===== src/rtl/lbr_pkg.sv =====
// Shared widths, the per-channel settings record and the lane packing
// function. Assumes four sources and four 7-bit lanes per channel.
package lbr_pkg;
    localparam int NUM_SRC = 4;
    localparam int SEL_W   = $clog2(NUM_SRC);
    localparam int PIX_W   = 24;
    localparam int LANE_W  = 7;
    localparam int NUM_LANE = 4;
    localparam int WORD_W  = LANE_W * NUM_LANE;
    localparam int CTRL_W  = 11;

    typedef struct packed {
        logic             en;
        logic             w24;
        logic             jeida;
        logic             split;
        logic [SEL_W-1:0] src;
    } chan_cfg_t;

    // Packs one pixel plus sync flags into four lane words.
    function automatic logic [WORD_W-1:0] pack_word(
        input logic [PIX_W-1:0] rgb,
        input logic hs, input logic vs, input logic de,
        input logic w24, input logic jeida);
        logic       msb_first;
        logic [5:0] ru, gu, bu;
        logic [1:0] rl, gl, bl;
        logic [LANE_W-1:0] l3;
        msb_first = jeida | ~w24;
        ru = msb_first ? rgb[23:18] : rgb[21:16];
        gu = msb_first ? rgb[15:10] : rgb[13:8];
        bu = msb_first ? rgb[7:2]   : rgb[5:0];
        rl = jeida ? rgb[17:16] : rgb[23:22];
        gl = jeida ? rgb[9:8]   : rgb[15:14];
        bl = jeida ? rgb[1:0]   : rgb[7:6];
        l3 = w24 ? {1'b0, bl, gl, rl} : '0;
        return {l3, {de, vs, hs, bu[5:2]}, {bu[1:0], gu[5:1]}, {gu[0], ru}};
    endfunction
endpackage


===== src/rtl/lbr_sync_track.sv =====
// Normalises every source vsync to active-high using the per-interface
// polarity bits and flags rising edges of vsync and data-enable.
// Assumes source index bit 0 names the display interface.
module lbr_sync_track import lbr_pkg::*; (
    input  logic               clk,
    input  logic               rst_n,
    input  logic [1:0]         vs_low_pol,
    input  logic [NUM_SRC-1:0] src_vs,
    input  logic [NUM_SRC-1:0] src_de,
    output logic [NUM_SRC-1:0] vs_norm,
    output logic [NUM_SRC-1:0] vs_rise,
    output logic [NUM_SRC-1:0] de_rise
);
    logic [NUM_SRC-1:0] vs_d, de_d;

    // Per-source polarity fix-up, one interface bit per source.
    for (genvar s = 0; s < NUM_SRC; s++) begin : g_norm
        assign vs_norm[s] = src_vs[s] ^ vs_low_pol[s % 2];
    end

    assign vs_rise = vs_norm & ~vs_d;
    assign de_rise = src_de & ~de_d;

    // Remember last cycle's levels for edge detection.
    always_ff @(posedge clk) begin
        if (!rst_n) begin
            vs_d <= '0;
            de_d <= '0;
        end else begin
            vs_d <= vs_norm;
            de_d <= src_de;
        end
    end
endmodule


===== src/rtl/lbr_split_phase.sv =====
// Even/odd pixel phase for split mode; a data-enable rising edge forces
// the even phase so every line starts on pixel 0.
module lbr_split_phase (
    input  logic clk,
    input  logic rst_n,
    input  logic line_start,
    output logic odd_now
);
    logic odd_q;

    assign odd_now = line_start ? 1'b0 : odd_q;

    // Alternate the phase every pixel period.
    always_ff @(posedge clk) begin
        if (!rst_n) odd_q <= 1'b0;
        else        odd_q <= ~odd_now;
    end

    assert_line_even_R10: assert property (@(posedge clk) disable iff (!rst_n)
        line_start |=> odd_q);
endmodule


===== src/rtl/lbr_channel.sv =====
// One LVDS channel: frame-aligned settings shadow, source mux, split
// even-pixel hold and registered lane packing. ODD_SLOT=1 makes the
// channel carry odd pixels in split mode.
module lbr_channel import lbr_pkg::*; #(
    parameter int ODD_SLOT = 0
) (
    input  logic                            clk,
    input  logic                            rst_n,
    input  chan_cfg_t                       cfg_pend,
    input  logic                            ctrl_zero,
    input  logic [NUM_SRC-1:0][PIX_W-1:0]   pix,
    input  logic [NUM_SRC-1:0]              hs,
    input  logic [NUM_SRC-1:0]              vs_norm,
    input  logic [NUM_SRC-1:0]              de,
    input  logic [NUM_SRC-1:0]              vs_rise,
    input  logic [NUM_SRC-1:0]              de_rise,
    output logic [WORD_W-1:0]               lanes,
    output logic                            valid
);
    localparam bit TAKES_HELD = (ODD_SLOT == 0);

    chan_cfg_t        act_q, cfg_eff;
    logic             load, odd_now, emit;
    logic [PIX_W-1:0] cur_pix, hold_q, slot_pix;

    assign load = vs_rise[cfg_pend.src];

    // Settings in force this cycle: zero word clears, vsync edge loads.
    always_comb begin
        if (ctrl_zero)  cfg_eff = '0;
        else if (load)  cfg_eff = cfg_pend;
        else            cfg_eff = act_q;
    end

    // Keep the settings in force for the following cycles.
    always_ff @(posedge clk) begin
        if (!rst_n) act_q <= '0;
        else        act_q <= cfg_eff;
    end

    lbr_split_phase u_phase (
        .clk        (clk),
        .rst_n      (rst_n),
        .line_start (de_rise[cfg_eff.src]),
        .odd_now    (odd_now)
    );

    assign cur_pix  = pix[cfg_eff.src];
    assign slot_pix = (cfg_eff.split && TAKES_HELD) ? hold_q : cur_pix;
    assign emit     = cfg_eff.split ? odd_now : 1'b1;

    // Capture the even pixel of each pair for split output.
    always_ff @(posedge clk) begin
        if (!rst_n)        hold_q <= '0;
        else if (!odd_now) hold_q <= cur_pix;
    end

    // Register packed lanes and the valid strobe.
    always_ff @(posedge clk) begin
        if (!rst_n || !cfg_eff.en) begin
            lanes <= '0;
            valid <= 1'b0;
        end else begin
            valid <= emit;
            if (emit)
                lanes <= pack_word(slot_pix, hs[cfg_eff.src], vs_norm[cfg_eff.src],
                                   de[cfg_eff.src], cfg_eff.w24, cfg_eff.jeida);
        end
    end

    assert_off_is_quiet_R1: assert property (@(posedge clk) disable iff (!rst_n)
        !cfg_eff.en |=> (!valid && lanes == '0));
    assert_narrow_lane3_R4: assert property (@(posedge clk) disable iff (!rst_n)
        (cfg_eff.en && !cfg_eff.w24 && !cfg_eff.split) |=> lanes[WORD_W-1 -: LANE_W] == '0);
    assert_shadow_held_R7: assert property (@(posedge clk) disable iff (!rst_n)
        (!ctrl_zero && !load) |=> $stable(act_q));
    assert_split_gap_R10: assert property (@(posedge clk) disable iff (!rst_n)
        (cfg_eff.en && cfg_eff.split && !odd_now) |=> !valid);
endmodule


===== src/rtl/lvds_dual_router.sv =====
// Top: decodes the control and route words into pending settings for two
// channels and fans the source buses out to them. Channel 1 follows
// channel 0's route while split is requested.
module lvds_dual_router import lbr_pkg::*; (
    input  logic                       clk,
    input  logic                       rst_n,
    input  logic [CTRL_W-1:0]          ctrl_word,
    input  logic [2*SEL_W-1:0]         route_sel,
    input  logic [NUM_SRC*PIX_W-1:0]   src_rgb,
    input  logic [NUM_SRC-1:0]         src_hs,
    input  logic [NUM_SRC-1:0]         src_vs,
    input  logic [NUM_SRC-1:0]         src_de,
    output logic [WORD_W-1:0]          ch0_lanes,
    output logic                       ch0_valid,
    output logic [WORD_W-1:0]          ch1_lanes,
    output logic                       ch1_valid
);
    logic [NUM_SRC-1:0][PIX_W-1:0] pix;
    logic [NUM_SRC-1:0]            vs_norm, vs_rise, de_rise;
    logic                          ctrl_zero, split_req;
    chan_cfg_t                     pend [2];
    logic [WORD_W-1:0]             lanes [2];
    logic                          valid [2];

    assign pix       = src_rgb;
    assign ctrl_zero = (ctrl_word == '0);
    assign split_req = ctrl_word[4];

    lbr_sync_track u_sync (
        .clk        (clk),
        .rst_n      (rst_n),
        .vs_low_pol (ctrl_word[10:9]),
        .src_vs     (src_vs),
        .src_de     (src_de),
        .vs_norm    (vs_norm),
        .vs_rise    (vs_rise),
        .de_rise    (de_rise)
    );

    // Decode the pending settings of both channels.
    always_comb begin
        pend[0].en    = (ctrl_word[1:0] == 2'b01) || (ctrl_word[1:0] == 2'b11);
        pend[0].w24   = ctrl_word[5];
        pend[0].jeida = ctrl_word[6];
        pend[0].split = split_req;
        pend[0].src   = route_sel[SEL_W-1:0];
        pend[1].en    = (ctrl_word[3:2] == 2'b01) || (ctrl_word[3:2] == 2'b11);
        pend[1].w24   = ctrl_word[7];
        pend[1].jeida = ctrl_word[8];
        pend[1].split = split_req;
        pend[1].src   = split_req ? route_sel[SEL_W-1:0] : route_sel[2*SEL_W-1:SEL_W];
    end

    for (genvar c = 0; c < 2; c++) begin : g_chan
        lbr_channel #(.ODD_SLOT(c)) u_chan (
            .clk       (clk),
            .rst_n     (rst_n),
            .cfg_pend  (pend[c]),
            .ctrl_zero (ctrl_zero),
            .pix       (pix),
            .hs        (src_hs),
            .vs_norm   (vs_norm),
            .de        (src_de),
            .vs_rise   (vs_rise),
            .de_rise   (de_rise),
            .lanes     (lanes[c]),
            .valid     (valid[c])
        );
    end

    assign ch0_lanes = lanes[0];
    assign ch0_valid = valid[0];
    assign ch1_lanes = lanes[1];
    assign ch1_valid = valid[1];

    assert_zero_word_R8: assert property (@(posedge clk) disable iff (!rst_n)
        (ctrl_word == '0) |=> (!ch0_valid && !ch1_valid));
endmodule


===== config.mk =====
export PLATFORM = sky130hd
export DESIGN_NAME = lvds_dual_router
export DESIGN_NICKNAME = d
export VERILOG_FILES = /design/src/rtl/lbr_pkg.sv /design/src/rtl/lbr_sync_track.sv /design/src/rtl/lbr_split_phase.sv /design/src/rtl/lbr_channel.sv /design/src/rtl/lvds_dual_router.sv
export SDC_FILE = /design/constraint.sdc
export NUM_CORES = 1
export LEC_CHECK = 0
export ABC_CLOCK_PERIOD_IN_PS = 4400
export CAP_MARGIN = 15
export CORE_ASPECT_RATIO = 1.1
export CORE_MARGIN = 1
export CORE_UTILIZATION = 45
export CTS_CLUSTER_SIZE = 10
export DETAILED_ROUTE_END_ITERATION = 7
export PLACE_DENSITY = 0.76
export SLEW_MARGIN = 10
export SYNTH_ARGS = -nofsm -noshare
export SYNTH_HDL_FRONTEND = slang
export SYNTH_HIERARCHICAL = 1
export SYNTH_SLANG_ARGS = --single-unit

===== constraint.sdc =====
create_clock -name clk -period 4.4 [get_ports clk]
set_input_delay 0.44 -clock clk [delete_from_list [all_inputs] [get_ports clk]]
set_output_delay 0.44 -clock clk [all_outputs]
set_load 0.02 [all_outputs]

== Word level (Yosys, flattened, before mapping) ==
Index checks and enable logic that the tools add are counted.
Operators by class
  $lt $le $gt $ge: 4
  divide/modulo/power cells: 0
  $mul: 0
  eq/ne operators: 4
  reduce and logical (&&, ||, !) cells: 8
  add/sub/neg operators: 0
  muxes and demuxes: 48
  shift-type cells: 0
  bitwise gates (word level): 14
Operator list (count)
  24-bit binary-select mux with 2-bit select: 2
  24-bit two-way mux: 3
  6-bit two-way mux: 12
  1-bit binary-select mux with 2-bit select: 10
  1-bit two-way mux: 14
  2-bit two-way mux: 7
  2-bit by 3-bit less-than comparator with 1-bit output, second input constant: 4
  11-bit logical NOT: 1
  4-bit bitwise AND: 2
  4-bit inverter: 2
  2-bit by 1-bit == test with 1-bit output, second input constant: 2
  2-bit == test, second input constant: 2
  1-bit logical OR: 4
  1-bit inverter: 4
  1-bit bitwise XOR: 4
  1-bit logical NOT: 3
  1-bit bitwise OR: 2
Word-level totals
  bits in registers: 104
  ROM bits: 0
  logic and storage cells: 97
  RAM bits: 0
  output and inout bits: 58
  latch bits: 0
  memories kept: 0

== Logic depth before layout (Yosys ltp) ==
Gate-level depths: netlist (run 1).
  depth in word-level cells: 11
  depth in mapped cells: 19
  gate-level depth less buffers: 16

== Hierarchy ==
The synthesis (run 1) kept the hierarchy.
By module, submodules not included
  lbr_channel (g_chan[0].u_chan): times used 1, seq. area each 1161.1 um2, area an instance 4080.2 um2, cells each 482
  lbr_channel (g_chan[1].u_chan): times used 1, seq. area each 680.7 um2, area an instance 2132.0 um2, cells each 177
  lbr_sync_track: times used 1, seq. area each 160.2 um2, area an instance 306.5 um2, cells each 28
  lbr_split_phase: times used 2, seq. area each 20.0 um2, area an instance 42.5 um2, cells each 3
  lvds_dual_router: times used 1, seq. area each 0.0 um2, area an instance 53.8 um2, cells each 8

== Worst setup path before layout (run 1) ==
OpenSTA, ideal clock, no wires.
  path type: input port to flip-flop
  start: input src_vs[2]
  end: register g_chan[1].u_chan.lanes[24]
  stages on the path: 19
  path buffers: 4
  data required time: 4277 ps
  data arrival time: 3940 ps
  path slack: 337 ps
  path through: xor2_1 > nor2b_1 > mux2_2 > a21oi_1 > nor3_1 > buf_2 > buf_2 > a211oi_1 > a21oi_1 > nor2b_4 > or3b_2 > and3_4 > o21bai_4 > inv_2 > and2_4 > buf_6 > buf_8 > a222oi_1 > inv_1
Between the ends
  cells in the longest elaborated chain, start to end: 10
Ends and longest elaborated chain
  from (decl): RTL line lvds_dual_router.sv:11  | input logic [NUM_SRC-1:0] src_vs,
  1-bit bitwise XOR: RTL line lbr_sync_track.sv:18  | assign vs_norm[s] = src_vs[s] ^ vs_low_pol[s % 2];
  4-bit bitwise AND: RTL line lbr_sync_track.sv:21  | assign vs_rise = vs_norm & ~vs_d;
  net vs_rise[2]: RTL line lvds_dual_router.sv:19  | logic [NUM_SRC-1:0] vs_norm, vs_rise, de_rise;
  1-bit binary-select mux with 2-bit select: RTL line lbr_channel.sv:26  | assign load = vs_rise[cfg_pend.src];
  1-bit two-way mux (implied by the code): RTL line lbr_channel.sv:26
  6-bit two-way mux: RTL line lbr_channel.sv:31  | else if (load) cfg_eff = cfg_pend;
  6-bit two-way mux: RTL line lbr_channel.sv:30  | if (ctrl_zero) cfg_eff = '0;
  1-bit binary-select mux with 2-bit select: RTL line lbr_channel.sv:44  | .line_start (de_rise[cfg_eff.src]),
  1-bit two-way mux (implied by the code): RTL line lbr_channel.sv:44
  1-bit two-way mux: RTL line lbr_split_phase.sv:11  | assign odd_now = line_start ? 1'b0 : odd_q;
  net g_chan[1].u_chan.odd_now: RTL line lbr_channel.sv:23  | logic load, odd_now, emit;
  1-bit two-way mux: RTL line lbr_channel.sv:50  | assign emit = cfg_eff.split ? odd_now : 1'b1;
  to (signal assigned): RTL line lbr_channel.sv:66  | lanes <= pack_word(slot_pix, hs[cfg_eff.src], vs_norm[cfg_eff.src],
  to (decl): RTL line lbr_channel.sv:17  | output logic [WORD_W-1:0] lanes,
The timed path passes the listed nets, and every way through them passes these cells. The select of a mux whose other input is x is not followed.
A chain may end at the register's enable or synchronous reset.

== Final worst setup path (run 1) ==
  start: input ctrl_word[9]
  end: register g_chan[1].u_chan.lanes[21]
Between the ends
  cells in the longest elaborated chain, start to end: 10
Ends and longest elaborated chain
  from (decl): RTL line lvds_dual_router.sv:7  | input logic [CTRL_W-1:0] ctrl_word,
  1-bit bitwise XOR: RTL line lbr_sync_track.sv:18
  net vs_norm[2]: RTL line lvds_dual_router.sv:19
  4-bit bitwise AND: RTL line lbr_sync_track.sv:21
  net vs_rise[2]: RTL line lvds_dual_router.sv:19
  1-bit binary-select mux with 2-bit select: RTL line lbr_channel.sv:26
  1-bit two-way mux (implied by the code): RTL line lbr_channel.sv:26
  6-bit two-way mux: RTL line lbr_channel.sv:31
  6-bit two-way mux: RTL line lbr_channel.sv:30
  1-bit binary-select mux with 2-bit select: RTL line lbr_channel.sv:44
  1-bit two-way mux (implied by the code): RTL line lbr_channel.sv:44
  1-bit two-way mux: RTL line lbr_split_phase.sv:11
  net g_chan[1].u_chan.odd_now: RTL line lbr_channel.sv:23
  1-bit two-way mux: RTL line lbr_channel.sv:50
The timed path passes the listed nets, and every way through them passes these cells. The select of a mux whose other input is x is not followed.

==> flow_summary.ini, run 1 <==
[power_and_ir_drop]
cellPowerDensity_nw_per_um2 = 369
ir_worst_vdd_uv = 211
p_leak_uw = 0.00344
p_total_uw = 3280

[grt]
grt_pass1_wl_um = 39000
grt_pass1_vias = 6815
grt_max_degree = 44
groute.usage.overall_pct = 33.2
antenna_found_initial = 0
grt_remaining_overflow = 0

[sta]
final_max_slew_viol_count = 0
finalCritPeriodShare_pct = 90.1
relSlewSlack_pct = 32.2
max_freq_ghz = 0.252
final-hold-violation-count = 0
min_period_ps = 3970
rsz0062_at_grt = false
setup_violations = 0
fin_ws_ps = 434
tightest_slew_ps = 1010
setup_tns_ps = 0
clock_skew_ps = 10.6

[synthesis]
seq_area_frac_synth_pct = 30.7
yosys_warnings = 6
ys_ff_latch = 102
synth_edf_count = 0
synth_top_family_by_area = compound AO/OA/AOI/OAI gates
syn_area_um2 = 6660
synth_compound_area_share_pct = 31.6
synth_cells = 701
synth_area_leaders = dfxtp_1 31%, mux4_2 10%, mux2i_1 3.6%
synth_top_area_share_pct = 30.7
async_flop_share_pct = 0
syn_avg_cell_area_um2 = 9.50
yosysUniqueCellTypes = 69
synthXorXnorAreaFrac_pct = 0.526
synth_fa_ha_area_share_pct = 0
yosysTopAreaCell = dfxtp_1
synthMuxAreaShare_pct = 15.7
synthSimpleGateAreaFrac_pct = 14.5
syn-num-nets = 826
ys.flop_type = dfxtp_1

[cts]
ctsResizeCount = 0
clockRootBuffer = clkbuf_16
htreeDepth = 3
clock_latency_ps = 350
clkTransAtPathRegs_ps = 70
hold_buffers = 0
cts_buffer_depth = 2
cts_buffers = 9
cts.sinks = 102
cts_tree = built
post-cts-setup-buffers = 0

[detailed_routing]
drt_iter0_markers = 1029
drt_wl_total_um = 25500
viasPerCell = 6.82
drc = 0
wl_per_cell_um = 24.3
detail_route.first_pass.iterations = 7
drtAntennaViolNets = 0
vias = 7165

[min_path]
hold_depth = 2
hp-class = flip-flop to flip-flop

[setup_path]
critPathLaunchType = input port
slowest_delay_ps = 550
reg2reg_depth = 14
path_max_fanout = 24
path_buf_inv = 3
cp_top_family = simple AND/OR/NAND/NOR gates
crit_type = input port to flip-flop
worstPathRequired_ps = 4630
worstPathCellList = clkdlybuf4s50_1 -> xor2_1 -> nor2b_1 -> nand2b_1 -> a22oi_1 -> o32a_2 -> mux2i_1 -> a21oi_1 -> nor2b_4 -> or3b_2 -> and3b_2 -> o21bai_4 -> inv_2 -> and2_4 -> a222oi_1 -> inv_1
slowest_stage = clkdlybuf4s50_1
critPathCaptureType = flip-flop
cp.arrival_ps = 4200
cp.depth = 16

[place]
hpwl_um = 19100
port_buffers = 180
gp_congestion = 0.922
pre_cts_slack_ps = 140

[finish]
diodes = 0
mostFrequentLayoutCells = 180 x clkdlybuf4s50_1, 102 x dfxtp_1, 50 x nand2_1
drive_gt1_share_pct = 15.3
final_common_cell = clkdlybuf4s50_1
syn2layout_area_growth_pct = 33.5
finalNetCount = 979

[run]
cap_violations = 0

[die]
die_area_um2 = 15300
die_y_um = 130
pin_count = 183
fp.dieW_um = 118
core_um2 = 14400
core.rowCount = 46
start_util_pct = 46.1

[run_status]
outcome = completed
through the flow:
stage / instances / hold slack (ps) / util, % / instance area [um2]
after CTS: 1051 / 453 / 61.5 / 8890
after detailed placement: 1035 / 443 / 59.5 / 8590
after global routing: 1051 / 493 / 61.5 / 8890
after global placement: 1035 / 432 / 59.5 / 8590
final: 1051 / 449 / 61.5 / 8890
after floorplan: 701 / 436 / - / 6660
where the power goes:
| group | internal [uW] | switching, uW | leakage [uW] |
|---|---|---|---|
| Combinational | 606 | 788 | 0.00246 |
| Clock | 443 | 365 | 0.000140 |
| Sequential | 1020 | 60.3 | 0.000836 |
synth_stat cells (3+ instances only):
master      n
a211o_1    17
a32o_1     15
mux2_2      7
nor3_1      6
a31o_1      4
and2b_2     3
a21o_1      3
a311o_1    13
inv_1      27
buf_4       4
o221ai_1   15
nand2_1    51
o221a_1     7
dfxtp_1   102
nand3_1    15
a22o_1      8
mux4_2     31
a31oi_1     7
xor2_1      4
a211oi_1   28
mux2i_1    24
inv_2       3
nor2_1     16
and2_1      9
nor4_1      3
a222oi_1   21
nor2b_1     7
buf_2      15
a211oi_2    9
or3_1       5
buf_1       5
and2_2      3
o31ai_2     5
clkbuf_1   34
and3_1     37
o31ai_1    15
o21ai_0     9
a21boi_0   25
buf_6       7
a21oi_1    44
path summary, 6_finish.rpt:
| kind | startpoint | end | slack [ps] |
|---|---|---|---|
| setup / recovery | ctrl_word[9] | g_chan[1].u_chan/lanes[21] | 430 |
| hold / removal | g_chan[1].u_chan/lanes[22] | g_chan[1].u_chan/lanes[22] | 450 |
| setup reg to reg | u_sync/vs_d[3] | g_chan[1].u_chan/lanes[21] | 1100 |
| hold reg to reg | g_chan[1].u_chan/lanes[22] | g_chan[1].u_chan/lanes[22] | 450 |
worst register-to-register path, stage by stage, from the launching register on:
cell	delay, ps
dfxtp_1	310
and2b_2	260
a22oi_1	100
o32a_2	390
nor2b_1	140
a211oi_1	60
a21oi_1	230
nor2b_4	80
or3b_2	460
and3b_2	230
o21bai_4	150
inv_2	80
and2_4	220
a222oi_1	380
inv_1	80
layout make-up:
| cell class | instances | area, um2 |
|---|---|---|
| Clock inverter | 5 | 60.1 |
| Tap cell | 192 | 240 |
| Timing Repair Buffer | 208 | 2010 |
| Multi-Input combinational cell | 503 | 4190 |
| Sequential cell | 102 | 2040 |
| Inverter | 30 | 113 |
| Clock buffer | 11 | 233 |
| Fill cell | 1227 | 5560 |
registers in the layout (all words and copies together) (netlist names):
| name | cells |
|---|---|
| g_chan.u_chan/act_q | 12 |
| g_chan.u_chan/hold_q | 24 |
| g_chan.u_chan/u_phase/odd_q | 2 |
| g_chan.u_chan/valid | 2 |
| u_sync/vs_d | 4 |
| u_sync/de_d | 4 |
| g_chan.u_chan/lanes | 54 |
per-layer routing:
layer / global-route usage [%] / part of all wire, % / vias up
met1: 42.3 / 40 / 3550
met3: 5.94 / 9.6 / 76
met2: 54.7 / 47 / 471
met5: 0 / 0 / -
met4: 15.8 / 4.0 / 0
li1: - / - / 3068
cells by family (layout without fill, tap and decap cells):
| logic type | after synthesis | after routing |
|---|---|---|
| other | 2 | 2 |
| AOI/OAI and AO/OA | 259 | 259 |
| muxes | 64 | 64 |
| xor gates and xnor gates | 4 | 4 |
| DFF | 102 | 102 |
| buffers and inverters | 96 | 254 |
| and+or+nand+nor | 174 | 174 |
(Power assumes the default switching activity.)
==> inputs of run 2 (changes only) <==
--- a/config.mk
+++ b/config.mk
@@ -10,11 +10,11 @@
 export CORE_ASPECT_RATIO = 1.1
 export CORE_MARGIN = 1
 export CORE_UTILIZATION = 45
+export CTS_BUF_LIST = sky130_fd_sc_hd__clkbuf_4 sky130_fd_sc_hd__clkbuf_8 sky130_fd_sc_hd__clkbuf_16
 export CTS_CLUSTER_SIZE = 10
 export DETAILED_ROUTE_END_ITERATION = 7
-export PLACE_DENSITY = 0.76
+export PLACE_DENSITY = 0.72
 export SLEW_MARGIN = 10
 export SYNTH_ARGS = -nofsm -noshare
 export SYNTH_HDL_FRONTEND = slang
-export SYNTH_HIERARCHICAL = 1
 export SYNTH_SLANG_ARGS = --single-unit
==> run 2 against run 1 <==
Compared with the run above:
- die area increased by 26%
- hold slack improved by 5.8 ps
- non-clock buffer count increased by 5
- synthesized area increased by 26%
==> flow_summary.ini, run 2 <==
[cts]
htreeDepth = 3
post-cts-setup-buffers = 0
cts_tree = built
ctsResizeCount = 0
hold_buffers = 0
cts_buffer_depth = 2
clockRootBuffer = clkbuf_16
cts.sinks = 102
clock_latency_ps = 360
cts_buffers = 9
clkTransAtPathRegs_ps = 70

[place]
pre_cts_slack_ps = 481
dp.cells = 1437
hpwl_um = 21200
port_buffers = 180
gp_congestion = 0.934

[grt]
grt_pass1_vias = 8093
antenna_found_initial = 1
grt_remaining_overflow = 0
groute.usage.overall_pct = 29.7
grt_max_degree = 56
grt_pass1_wl_um = 45200

[power_and_ir_drop]
p_leak_uw = 0.00411
switching_share_pct = 39.1
seq_power_share_pct = 29.8
p_clk_share_pct = 24.2
p_sw_uw = 1400
ir_worst_vdd_uv = 262
internal_power_uw = 2180
cellPowerDensity_nw_per_um2 = 340
power_frac_comb_pct = 46.0

[synthesis]
async_flop_share_pct = 0
synth.most_common_cell = nand2_1
syn_area_um2 = 8390
netlist_top_cells_count = 174 x nand2_1, 104 x mux2i_1, 102 x dfxtp_1, 77 x nand3_1, 58 x nor3_1
synth_top_area_share_pct = 24.3
synth_area_leaders = dfxtp_1 24%, mux2i_1 12%, nand2_1 7.8%
yosys_warnings = 0
seq_area_frac_synth_pct = 24.3
syn_avg_cell_area_um2 = 7.80
yosysTopAreaCell = dfxtp_1
synth_cells = 1076
synth_edf_count = 0
ys_ff_latch = 102
yosysUniqueCellTypes = 71
ys.flop_type = dfxtp_1

[setup_path]
worstPathRequired_ps = 4690
path_max_fanout = 19
reg2reg_depth = 9
critPathLaunchType = input port
crit_type = input port to flip-flop
r2r_start = u_sync.vs_d[2]
critPathCaptureType = flip-flop
rrSetupSlack_ps = 1390
r2r-end = g_chan[0].u_chan.lanes[26]
cp.arrival_ps = 3900

[min_path]
hp-class = flip-flop to flip-flop
hold_depth = 2
hp-start = g_chan[1].u_chan.lanes[20]
hold_end = g_chan[1].u_chan.lanes[20]

[die]
die_y_um = 145
die_area_um2 = 19200
start_util_pct = 45.7
core_um2 = 18300
fp.dieW_um = 132
pin_count = 183
core.rowCount = 52

[finish]
finalNetCount = 1330
multi_input_area_um2 = 5650
largest_reg_flops = 54
syn2layout_area_growth_pct = 25.7
largest-register = g_chan.u_chan.lanes
top_regs = g_chan.u_chan.lanes: 54 flops, g_chan.u_chan.hold_q: 24 flops, g_chan.u_chan.act_q: 12 flops
finalNonFillerCells = 1454
drive_gt1_share_pct = 10.9
final_common_cell = clkdlybuf4s50_1
mostFrequentLayoutCells = 180 x clkdlybuf4s50_1, 174 x nand2_1, 104 x mux2i_1
seq_area_um2 = 2040
fillers = 1699

[detailed_routing]
wl_per_cell_um = 19.9
drc = 0
vias = 8852
detail_route.first_pass.iterations = 7
drt_wl_total_um = 29000
drt_iter0_markers = 778
viasPerCell = 6.09
drtAntennaViolNets = 0

[sta]
final_max_slew_viol_count = 0
finalCritPeriodShare_pct = 82.0
fin_ws_ps = 790
final-hold-violation-count = 0
relSlewSlack_pct = 37.0
clock_skew_ps = 6.59
min_period_ps = 3610
setup_tns_ps = 0
rsz0062_at_grt = false
tightest_slew_ps = 945
max_freq_ghz = 0.277
setup_violations = 0

[run]
cap_violations = 0

[run_status]
outcome = completed
## run 2: cell types whose count changed after synthesis, sizes merged, moves of 29 or more
cell	before	now
nand2	51	174
mux2i	25	105
nand3	16	77
o21ai	11	66
nor3	8	59
mux2	8	56
o211ai	0	42
and3	38	1
a22oi	2	36
nor2	17	51
mux4	31	2
## run 2: kinds of logic after synthesis
group | share of synthesized area (%)
xor+xnor | 0.910
compound gates | 23.6
buf+inv | 8.60
flops | 24.3
mux | 21.2
simple gates | 21.4
other cells | 0.0447
## run 2: per-layer routing
layer | routed length [um] | global-route usage (%) | vias up | share of wire, %
li1 | - | - | 4181 | -
met1 | 12500 | 41.5 | 4124 | 43
met2 | 12500 | 43.6 | 497 | 43
met3 | 3150 | 7.13 | 50 | 11
met4 | 800 | 12.2 | 0 | 2.8
met5 | 0 | 0 | - | 0
## run 2: power groups by stage
stage	clock network, uW	registers, uW	logic, uW
2_1_floorplan	0	1120	1080
3_3_place_gp	0	1090	1600
3_5_place_dp	0	1090	1620
4_1_cts	875	1070	1620
5_1_grt	910	1080	1770
6_report	868	1070	1650
## run 2: worst max-delay path by stage
stage                  start                          to  slack, ps  depth (start not counted)
2_1_floorplan   route_sel[0]   g_chan[0].u_chan.lanes[6]       1730                         10
3_3_place_gp   ctrl_word[10]  g_chan[0].u_chan.lanes[12]        570                         10
3_5_place_dp   ctrl_word[10]  g_chan[0].u_chan.lanes[12]        480                         10
4_1_cts        ctrl_word[10]  g_chan[0].u_chan.lanes[12]        850                         10
5_1_grt        ctrl_word[10]  g_chan[0].u_chan.lanes[12]        570                         10
6_report       ctrl_word[10]   g_chan[0].u_chan.lanes[7]        790                         10
## run 2: stage by stage
step	area, um2	utilization (%)	hold WS, ps	total power [uW]
6_report	10500	57.5	455	3590
4_1_cts	10500	57.5	461	3570
5_1_grt	10500	57.5	478	3750
3_5_place_dp	10200	55.8	451	2700
2_1_floorplan	8400	-	436	2210
3_3_place_gp	10200	55.8	442	2690
## run 2: area by class of cell
class / count / area share [%]
tap: 243 / 2.88
timing repair buffer: 213 / 19.5
clock buffer: 11 / 2.34
antenna: 1 / 0.0237
inverter: 46 / 1.64
sequential: 102 / 19.4
multi-input combinational: 833 / 53.6
clock inverter: 5 / 0.629
## run 2: worst max-delay path, stage by stage
cell and delay, ps:
clkdlybuf4s50_1 560, nor4_2 590, and3_1 550, a21oi_1 150, nand2_1 120, buf_4 350
mux2i_1 480, mux2i_1 180, mux2_1 320, o21ai_1 130
